**config.mk**
```make
export PLATFORM = sky130hd
export DESIGN_NAME = lut_refill_engine
export DESIGN_NICKNAME = d
export VERILOG_FILES = /design/src/rtl/refill_pkg.sv /design/src/rtl/refill_rect_iter.sv /design/src/rtl/refill_walker.sv /design/src/rtl/refill_regs.sv /design/src/rtl/lut_refill_engine.sv
export SDC_FILE = /design/constraint.sdc
export NUM_CORES = 1
export LEC_CHECK = 0
export ABC_AREA = 1
export ABC_CLOCK_PERIOD_IN_PS = 4200
export BUFFER_PORTS_ARGS = -buffer_cell sky130_fd_sc_hd__buf_2
export CORE_MARGIN = 2
export CORE_UTILIZATION = 63
export CTS_BUF_LIST = sky130_fd_sc_hd__clkbuf_8 sky130_fd_sc_hd__clkbuf_16
export DETAILED_ROUTE_END_ITERATION = 8
export PLACE_DENSITY = 0.92
export SKIP_LAST_GASP = 1
export SLEW_MARGIN = 0
export SYNTH_ARGS = -nofsm -noshare
export SYNTH_HDL_FRONTEND = slang
export SYNTH_SLANG_ARGS = --single-unit
```
**constraint.sdc**
```tcl
create_clock -name clk -period 4.2 [get_ports clk]
set_input_delay 0.63 -clock clk [delete_from_list [all_inputs] [get_ports clk]]
set_output_delay 0.63 -clock clk [all_outputs]
set_load 0.1 [all_outputs]
```
**src/rtl/refill_pkg.sv**
```systemverilog
package refill_pkg;

  typedef struct packed {
    logic [7:0] y1;
    logic [7:0] x1;
    logic [7:0] y0;
    logic [7:0] x0;
  } rect_t;

  typedef enum logic [2:0] {
    S_IDLE, S_DREQ, S_DWAIT, S_CHECK, S_EREQ, S_EWAIT
  } walk_state_t;

  localparam int EV_DESC = 0;
  localparam int EV_LAST = 1;
  localparam int EV_ERR  = 2;

  function automatic logic ptr_aligned(logic [31:0] p);
    return p[3:0] == 4'd0;
  endfunction

  function automatic logic rect_ok(rect_t r, int unsigned w, int unsigned h);
    return (r.x1 >= r.x0) && (r.y1 >= r.y0) &&
           (32'(r.x1) < w) && (32'(r.y1) < h);
  endfunction

  function automatic logic [31:0] word_addr(logic [31:0] base, logic [1:0] idx);
    return base + {28'd0, idx, 2'b00};
  endfunction

endpackage

```
**src/rtl/refill_rect_iter.sv**
```systemverilog
module refill_rect_iter
  import refill_pkg::*;
(
  input  logic       clk,
  input  logic       rst_n,
  input  logic       load,
  input  rect_t      rect,
  input  logic       step,
  output logic [7:0] x,
  output logic [7:0] y,
  output logic       last
);
  logic [7:0] x0_q, x1_q, y1_q;

  always_ff @(posedge clk) begin
    if (!rst_n) begin
      x <= '0; y <= '0; x0_q <= '0; x1_q <= '0; y1_q <= '0;
    end else if (load) begin
      x <= rect.x0; y <= rect.y0;
      x0_q <= rect.x0; x1_q <= rect.x1; y1_q <= rect.y1;
    end else if (step) begin
      if (x == x1_q) begin
        x <= x0_q;
        y <= y + 8'd1;
      end else begin
        x <= x + 8'd1;
      end
    end
  end

  assign last = (x == x1_q) && (y == y1_q);

endmodule

```
**src/rtl/refill_walker.sv**
```systemverilog
module refill_walker
  import refill_pkg::*;
#(
  parameter int LUT_W = 256,
  parameter int LUT_H = 128,
  parameter int IDW   = 4
) (
  input  logic           clk,
  input  logic           rst_n,
  input  logic           start,
  input  logic           cancel,
  input  logic [31:0]    start_ptr,
  output logic           mem_req_valid,
  input  logic           mem_req_ready,
  output logic [31:0]    mem_req_addr,
  input  logic           mem_rsp_valid,
  input  logic [31:0]    mem_rsp_data,
  output logic           lut_we,
  output logic [IDW-1:0] lut_id,
  output logic [7:0]     lut_x,
  output logic [7:0]     lut_y,
  output logic [31:0]    lut_data,
  output logic           ready,
  output logic           err,
  output logic [31:0]    cur_ptr,
  output logic           ev_desc,
  output logic           ev_last,
  output logic           ev_err
);
  walk_state_t    state;
  logic [1:0]     widx;
  logic [31:0]    ptr, next_q, dptr_q, eaddr;
  rect_t          rect_q;
  logic           ctrl_start;
  logic [IDW-1:0] ctrl_id;
  logic           discard;

  logic it_load, it_step, it_last;
  logic [7:0] it_x, it_y;

  logic accepted, in_wait, take_start, abort, desc_ok, ent_rsp, next_bad;

  assign accepted   = mem_req_valid && mem_req_ready;
  assign in_wait    = (state == S_DWAIT) || (state == S_EWAIT);
  assign take_start = (state == S_IDLE) && start && !discard;
  assign abort      = cancel && (state != S_IDLE);
  assign desc_ok    = rect_ok(rect_q, LUT_W, LUT_H) && ctrl_start && ptr_aligned(dptr_q);
  assign ent_rsp    = (state == S_EWAIT) && mem_rsp_valid && !cancel;
  assign next_bad   = ent_rsp && it_last && (next_q != 32'd0) && !ptr_aligned(next_q);

  assign ev_desc = (state == S_CHECK) && !cancel;
  assign ev_last = ent_rsp && it_last && (next_q == 32'd0);
  assign ev_err  = (take_start && !ptr_aligned(start_ptr)) || (ev_desc && !desc_ok) || next_bad;

  assign it_load = ev_desc && desc_ok;
  assign it_step = ent_rsp && !it_last;

  assign ready         = (state == S_IDLE) && !discard;
  assign mem_req_valid = (state == S_DREQ) || (state == S_EREQ);
  assign mem_req_addr  = (state == S_EREQ) ? eaddr : word_addr(ptr, widx);
  assign cur_ptr       = ptr;

  refill_rect_iter u_iter (
    .clk  (clk),
    .rst_n(rst_n),
    .load (it_load),
    .rect (rect_q),
    .step (it_step),
    .x    (it_x),
    .y    (it_y),
    .last (it_last)
  );

  always_ff @(posedge clk) begin
    if (!rst_n) begin
      state <= S_IDLE; widx <= '0; ptr <= '0; next_q <= '0; dptr_q <= '0;
      eaddr <= '0; rect_q <= '0; ctrl_start <= 1'b0; ctrl_id <= '0;
      discard <= 1'b0; err <= 1'b0; lut_we <= 1'b0; lut_id <= '0;
      lut_x <= '0; lut_y <= '0; lut_data <= '0;
    end else begin
      lut_we <= 1'b0;
      if (ev_err) err <= 1'b1;
      else if (take_start) err <= 1'b0;

      if (abort) begin
        state   <= S_IDLE;
        discard <= (in_wait && !mem_rsp_valid) || accepted;
      end else begin
        case (state)
          S_IDLE: begin
            if (discard && mem_rsp_valid) discard <= 1'b0;
            if (take_start && ptr_aligned(start_ptr)) begin
              ptr   <= start_ptr;
              widx  <= 2'd0;
              state <= S_DREQ;
            end
          end
          S_DREQ: if (accepted) state <= S_DWAIT;
          S_DWAIT: if (mem_rsp_valid) begin
            case (widx)
              2'd0: next_q <= mem_rsp_data;
              2'd1: rect_q <= rect_t'(mem_rsp_data);
              2'd2: begin
                ctrl_start <= mem_rsp_data[0];
                ctrl_id    <= mem_rsp_data[4 +: IDW];
              end
              default: dptr_q <= mem_rsp_data;
            endcase
            if (widx == 2'd3) state <= S_CHECK;
            else begin
              widx  <= widx + 2'd1;
              state <= S_DREQ;
            end
          end
          S_CHECK: begin
            if (desc_ok) begin
              eaddr <= dptr_q;
              state <= S_EREQ;
            end else begin
              state <= S_IDLE;
            end
          end
          S_EREQ: if (accepted) state <= S_EWAIT;
          S_EWAIT: if (mem_rsp_valid) begin
            lut_we   <= 1'b1;
            lut_x    <= it_x;
            lut_y    <= it_y;
            lut_id   <= ctrl_id;
            lut_data <= mem_rsp_data;
            if (it_last) begin
              if (next_q == 32'd0 || !ptr_aligned(next_q)) begin
                state <= S_IDLE;
              end else begin
                ptr   <= next_q;
                widx  <= 2'd0;
                state <= S_DREQ;
              end
            end else begin
              eaddr <= eaddr + 32'd4;
              state <= S_EREQ;
            end
          end
          default: state <= S_IDLE;
        endcase
      end
    end
  end

  a_r5_ready_no_req: assert property (@(posedge clk) disable iff (!rst_n)
    ready |-> !mem_req_valid);

  a_r4_req_held: assert property (@(posedge clk) disable iff (!rst_n)
    mem_req_valid && !mem_req_ready && !cancel |=> mem_req_valid && $stable(mem_req_addr));

  a_r9_cancel_quiet: assert property (@(posedge clk) disable iff (!rst_n)
    cancel |=> !lut_we);

  a_r3_write_in_rect: assert property (@(posedge clk) disable iff (!rst_n)
    lut_we |-> (lut_x >= rect_q.x0) && (lut_x <= rect_q.x1) &&
               (lut_y >= rect_q.y0) && (lut_y <= rect_q.y1));

  a_r7_err_to_ready: assert property (@(posedge clk) disable iff (!rst_n)
    ev_err |=> ready && err);

endmodule

```
**src/rtl/refill_regs.sv**
```systemverilog
module refill_regs
  import refill_pkg::*;
#(
  parameter int NUM_LUT = 1,
  parameter int LUT_W   = 256,
  parameter int LUT_H   = 128
) (
  input  logic        clk,
  input  logic        rst_n,
  input  logic        cfg_we,
  input  logic [2:0]  cfg_addr,
  input  logic [31:0] cfg_wdata,
  output logic [31:0] cfg_rdata,
  output logic        start,
  output logic        cancel,
  output logic [31:0] start_ptr,
  input  logic        ready,
  input  logic        err,
  input  logic [31:0] cur_ptr,
  input  logic        ev_desc,
  input  logic        ev_last,
  input  logic        ev_err,
  output logic        irq
);
  localparam logic [31:0] INFO_WORD = {3'd0, 5'd1, 3'd0, 5'(NUM_LUT), 16'd0};
  localparam logic [31:0] GEOM_WORD = {4'd0, 4'(LUT_H / 32), 4'd0, 4'(LUT_W / 32), 16'd0};

  logic [7:0] ev_stat, ev_en, ev_set, ev_clr;

  assign start     = cfg_we && (cfg_addr == 3'd0) && (cfg_wdata != 32'd0);
  assign cancel    = cfg_we && (cfg_addr == 3'd0) && (cfg_wdata == 32'd0);
  assign start_ptr = cfg_wdata;

  always_comb begin
    ev_set = '0;
    ev_set[EV_DESC] = ev_desc;
    ev_set[EV_LAST] = ev_last;
    ev_set[EV_ERR]  = ev_err;
    ev_clr = (cfg_we && cfg_addr == 3'd2) ? cfg_wdata[7:0] : 8'd0;
  end

  always_ff @(posedge clk) begin
    if (!rst_n) begin
      ev_stat <= '0;
      ev_en   <= '0;
    end else begin
      ev_stat <= (ev_stat & ~ev_clr) | ev_set;
      if (cfg_we && cfg_addr == 3'd3) ev_en <= cfg_wdata[7:0];
    end
  end

  assign irq = |(ev_stat & ev_en);

  always_comb begin
    case (cfg_addr)
      3'd0:    cfg_rdata = cur_ptr;
      3'd1:    cfg_rdata = {30'd0, err, ready};
      3'd2:    cfg_rdata = {24'd0, ev_stat};
      3'd3:    cfg_rdata = {24'd0, ev_en};
      3'd4:    cfg_rdata = INFO_WORD;
      3'd5:    cfg_rdata = GEOM_WORD;
      default: cfg_rdata = 32'd0;
    endcase
  end

  a_r6_w1c_last: assert property (@(posedge clk) disable iff (!rst_n)
    cfg_we && cfg_addr == 3'd2 && cfg_wdata[EV_LAST] && !ev_last |=> !ev_stat[EV_LAST]);

  a_r6_set_wins: assert property (@(posedge clk) disable iff (!rst_n)
    ev_last |=> ev_stat[EV_LAST]);

endmodule

```
**src/rtl/lut_refill_engine.sv**
```systemverilog
module lut_refill_engine
  import refill_pkg::*;
#(
  parameter int LUT_W   = 256,
  parameter int LUT_H   = 128,
  parameter int NUM_LUT = 1
) (
  input  logic        clk,
  input  logic        rst_n,
  input  logic        cfg_we,
  input  logic [2:0]  cfg_addr,
  input  logic [31:0] cfg_wdata,
  output logic [31:0] cfg_rdata,
  output logic        irq,
  output logic        mem_req_valid,
  input  logic        mem_req_ready,
  output logic [31:0] mem_req_addr,
  input  logic        mem_rsp_valid,
  input  logic [31:0] mem_rsp_data,
  output logic        lut_we,
  output logic [3:0]  lut_id,
  output logic [7:0]  lut_x,
  output logic [7:0]  lut_y,
  output logic [31:0] lut_data
);
  logic start, cancel, ready, err, ev_desc, ev_last, ev_err;
  logic [31:0] start_ptr, cur_ptr;

  refill_regs #(.NUM_LUT(NUM_LUT), .LUT_W(LUT_W), .LUT_H(LUT_H)) u_regs (
    .clk(clk), .rst_n(rst_n), .cfg_we(cfg_we), .cfg_addr(cfg_addr),
    .cfg_wdata(cfg_wdata), .cfg_rdata(cfg_rdata), .start(start),
    .cancel(cancel), .start_ptr(start_ptr), .ready(ready), .err(err),
    .cur_ptr(cur_ptr), .ev_desc(ev_desc), .ev_last(ev_last),
    .ev_err(ev_err), .irq(irq)
  );

  refill_walker #(.LUT_W(LUT_W), .LUT_H(LUT_H), .IDW(4)) u_walk (
    .clk(clk), .rst_n(rst_n), .start(start), .cancel(cancel),
    .start_ptr(start_ptr), .mem_req_valid(mem_req_valid),
    .mem_req_ready(mem_req_ready), .mem_req_addr(mem_req_addr),
    .mem_rsp_valid(mem_rsp_valid), .mem_rsp_data(mem_rsp_data),
    .lut_we(lut_we), .lut_id(lut_id), .lut_x(lut_x), .lut_y(lut_y),
    .lut_data(lut_data), .ready(ready), .err(err), .cur_ptr(cur_ptr),
    .ev_desc(ev_desc), .ev_last(ev_last), .ev_err(ev_err)
  );

endmodule

```
==> flow_summary.json <==
{
  "p_sw_frac": 0.3233,
  "viasPerCell": 5.835,
  "overflow": 0,
  "dp_hpwl_um": 34600,
  "place_congestion": 1.016,
  "path_clk_slew_ns": 0.06,
  "post-route-drc-count": 0,
  "netlist_instances": 2197,
  "htreeDepth": 1,
  "finalClockSkew_ns": 0.01058,
  "fin_cells": 2633,
  "synth_nets": 2296,
  "multiInputGateArea_um2": 7340,
  "antenna_cells": 0,
  "synth_ff_type": "dfxtp_1",
  "fmax_mhz": 250.5,
  "ys_ff_latch": 281,
  "wl_per_cell_um": 18.29,
  "yosys.area.top_type": "dfxtp_1",
  "layout.nets": 2427,
  "cts_setup_buffers": 0,
  "routed_wl_um": 48150,
  "netlist-cell-type-count": 42,
  "core-area_um2": 22500,
  "rows": 55,
  "vias": 15360,
  "crit_path_max_fanout": 6,
  "grt_max_degree": 98,
  "hold_start": "cfg_wdata[1]",
  "post-place-ws_ns": 0.5590,
  "syn_avg_cell_area_um2": 6.545,
  "cts_buffer_depth": 3,
  "ys_warn_count": 0,
  "worst_hold_path_type": "input pin to register",
  "ys_top_cells_by_area": "dfxtp_1 (39%), nand2_1 (12%), nor2_1 (9.6%)",
  "finalSetupViolations": 0,
  "seqCellArea_um2": 5627,
  "fp.dieH_um": 155.1,
  "first_pass_iters": 7,
  "ios": 191,
  "vdd_drop_max_v": 0.0003182,
  "synth_enable_flop_cells": 0,
  "antenna_found_initial": 2,
  "cp-end-kind": "output port",
  "synth_top_cell_area_share": 0.3912,
  "internal_power_mw": 4.398,
  "cts_sinks": 281,
  "leakage_nw": 7.328,
  "power_density_nw_per_um2": 398.1,
  "drive_gt1_frac": 0.1201,
  "grtUsageTotal": 0.3867,
  "port_buffers": 190,
  "area_delta_synth_final_pct": 13.55,
  "numPlacedInstances": 2583,
  "die_w_um": 155.1,
  "dieArea_um2": 24050,
  "cp.required_ns": 3.57,
  "start_util": 0.6390,
  "rsz0062_at_grt": "false",
  "final_util": 0.7255,
  "period_share": 0.9503,
  "insertion_delay_ns": 0.55,
  "regToRegStartpoint": "u_walk.state[0]",
  "hold_viol": 0,
  "clockPowerShare": 0.383,
  "setup.worst_path.start": "u_walk.widx[0]",
  "grt_pass1_wl_um": 73630,
  "r2r_slack_ns": 1.30,
  "cp.arrival_ns": 3.36,
  "netlist_area_um2": 14380,
  "seq_area_frac_synth": 0.3912,
  "worst-slew-pin-transition_ns": 1.143,
  "maxSlewViolCount": 0,
  "p_comb_frac": 0.186,
  "hold-worst-slack_ns": 0.3641,
  "fin_ws_ns": 0.2087,
  "status": "completed",
  "layout_min_cycle_time_ns": 3.991,
  "slew_headroom": 0.2377,
  "setup.worst_path.class": "register to output port",
  "maxCapViolCount": 0,
  "synth-async-reset-ratio": 0,
  "ant_nets": 0,
  "numCtsBuffers": 28,
  "drt_iter0_drc": 1887,
  "fillers": 1761,
  "cts_tree": "yes",
  "clockRootBuffer": "clkbuf_16",
  "grt_pass1_vias": 14070,
  "switchingPower_mw": 2.101,
  "critPathLaunchType": "register",
  "pwr-share-seq": 0.431,
  "fin_tns_setup_ns": 0
}
==> layout make-up <==
| type | count | share of cell area |
|---|---|---|
| Sequential cell | 281 | 0.3446 |
| Clock buffer | 37 | 0.05119 |
| Timing Repair Buffer | 212 | 0.06997 |
| Clock inverter | 13 | 0.005134 |
| Tap cell | 285 | 0.02184 |
| Multi-Input combinational cell | 1554 | 0.4495 |
| Inverter | 251 | 0.05771 |
==> metrics by stage <==
step | power (mW) | instance area, um^2
detailed placement | 4.036 | 15390
floorplan | 3.734 | 14380
global route | 6.668 | 16330
global placement | 4.029 | 15390
CTS | 6.463 | 16310
finish | 6.499 | 16330
==> critical path: stages, from the launching register on <==
cell and delay (ns):
dfxtp_2 0.39, ha_1 0.17, inv_1 0.06, fa_1 0.44, nor2_1 0.18, nand4_1 0.17
nor2_2 0.19, nand2_1 0.12, nor2_1 0.17, nand3_1 0.16, nor2_1 0.19, nand2_1 0.07
nand2_1 0.06, nand3_1 0.06, o21ai_0 0.10, clkbuf_8 0.28
==> cells by family after synthesis <==
family          Yosys count  share of synthesized area
xor+xnor                 56                    0.03411
fa+ha+maj                27                    0.02402
compound gates          454                     0.1623
simple gates           1017                     0.2897
flops                   281                     0.3912
buf+inv                 362                    0.09868
==> worst paths after layout <==
kind	to	depth (start not counted)
max	mem_req_addr[28]	15
min	u_regs.ev_en[1]	3
max reg2reg	u_walk.next_q[11]	7
min reg2reg	u_walk.u_iter.x0_q[5]	2
==> sequential cells by signal, indices dropped and copies added (netlist names), 32 cells and up <==
| name | flops |
|---|---|
| u_walk.cur_ptr | 32 |
| u_walk.dptr_q | 32 |
| u_walk.eaddr | 32 |
| u_walk.lut_data | 32 |
| u_walk.next_q | 32 |
| u_walk.rect_q | 32 |
==> cells in the final DEF (no fill, tap or decap), types with 2 or more instances in the layout <==
master and instances:
nand4_2 2, buf_2 187, buf_4 22, nor2_4 2
clkbuf_16 29, nor3b_1 2, nor3_1 34, clkinv_2 4
o21ai_0 261, xor2_1 45, nor2_1 368, xnor2_1 11
nor2_2 7, nand2_2 3, inv_2 6, inv_1 252
a21oi_1 162, o221ai_1 4, nand3_1 73, nor4_1 4
dfxtp_1 280, nand4_1 41, o21ai_1 5, ha_1 26
nand2_1 473, o22ai_1 7, a22oi_1 4, o211ai_1 6
clkbuf_8 9, or2_2 2
==> power by group through the flow <==
| stage | clock network (mW) | logic, mW | registers (mW) |
|---|---|---|---|
| finish | 2.49 | 1.21 | 2.80 |
| global placement | 0 | 1.17 | 2.86 |
| floorplan | 0 | 0.901 | 2.83 |
| CTS | 2.48 | 1.19 | 2.80 |
| detailed placement | 0 | 1.18 | 2.86 |
| global route | 2.59 | 1.27 | 2.81 |
==> synth_stat cells (4+ instances only) <==
master	count
o221ai_1	4
buf_1	9
nor3_1	34
nor2_1	369
nor2_2	6
a21oi_1	162
dfxtp_1	281
nand3_1	73
nand4_1	41
nand2_1	474
ha_1	26
o21ai_0	265
xnor2_1	11
buf_4	6
xor2_1	45
buf_2	18
nor4_1	4
inv_1	246
inv_2	5
clkbuf_1	76
o211ai_1	6
a22oi_1	4
o22ai_1	7
==> repair_timing <==
| item | CTS | global route |
|---|---|---|
| gates resized for setup | 1 | 5 |
| cloned | 0 | 0 |
| endpoints found under the setup margin | 1 | 3 |
| hold endpoints to repair | 0 | 0 |
| hold buffers | 0 | 0 |
==> routing by layer <==
layer  routed length [um]  GRT usage
met1                18230     0.4851
met2                21620     0.6343
met3                 4911    0.05710
met4                 3369     0.2293
met5                   15          0
Power figures use the tool's default switching activity.
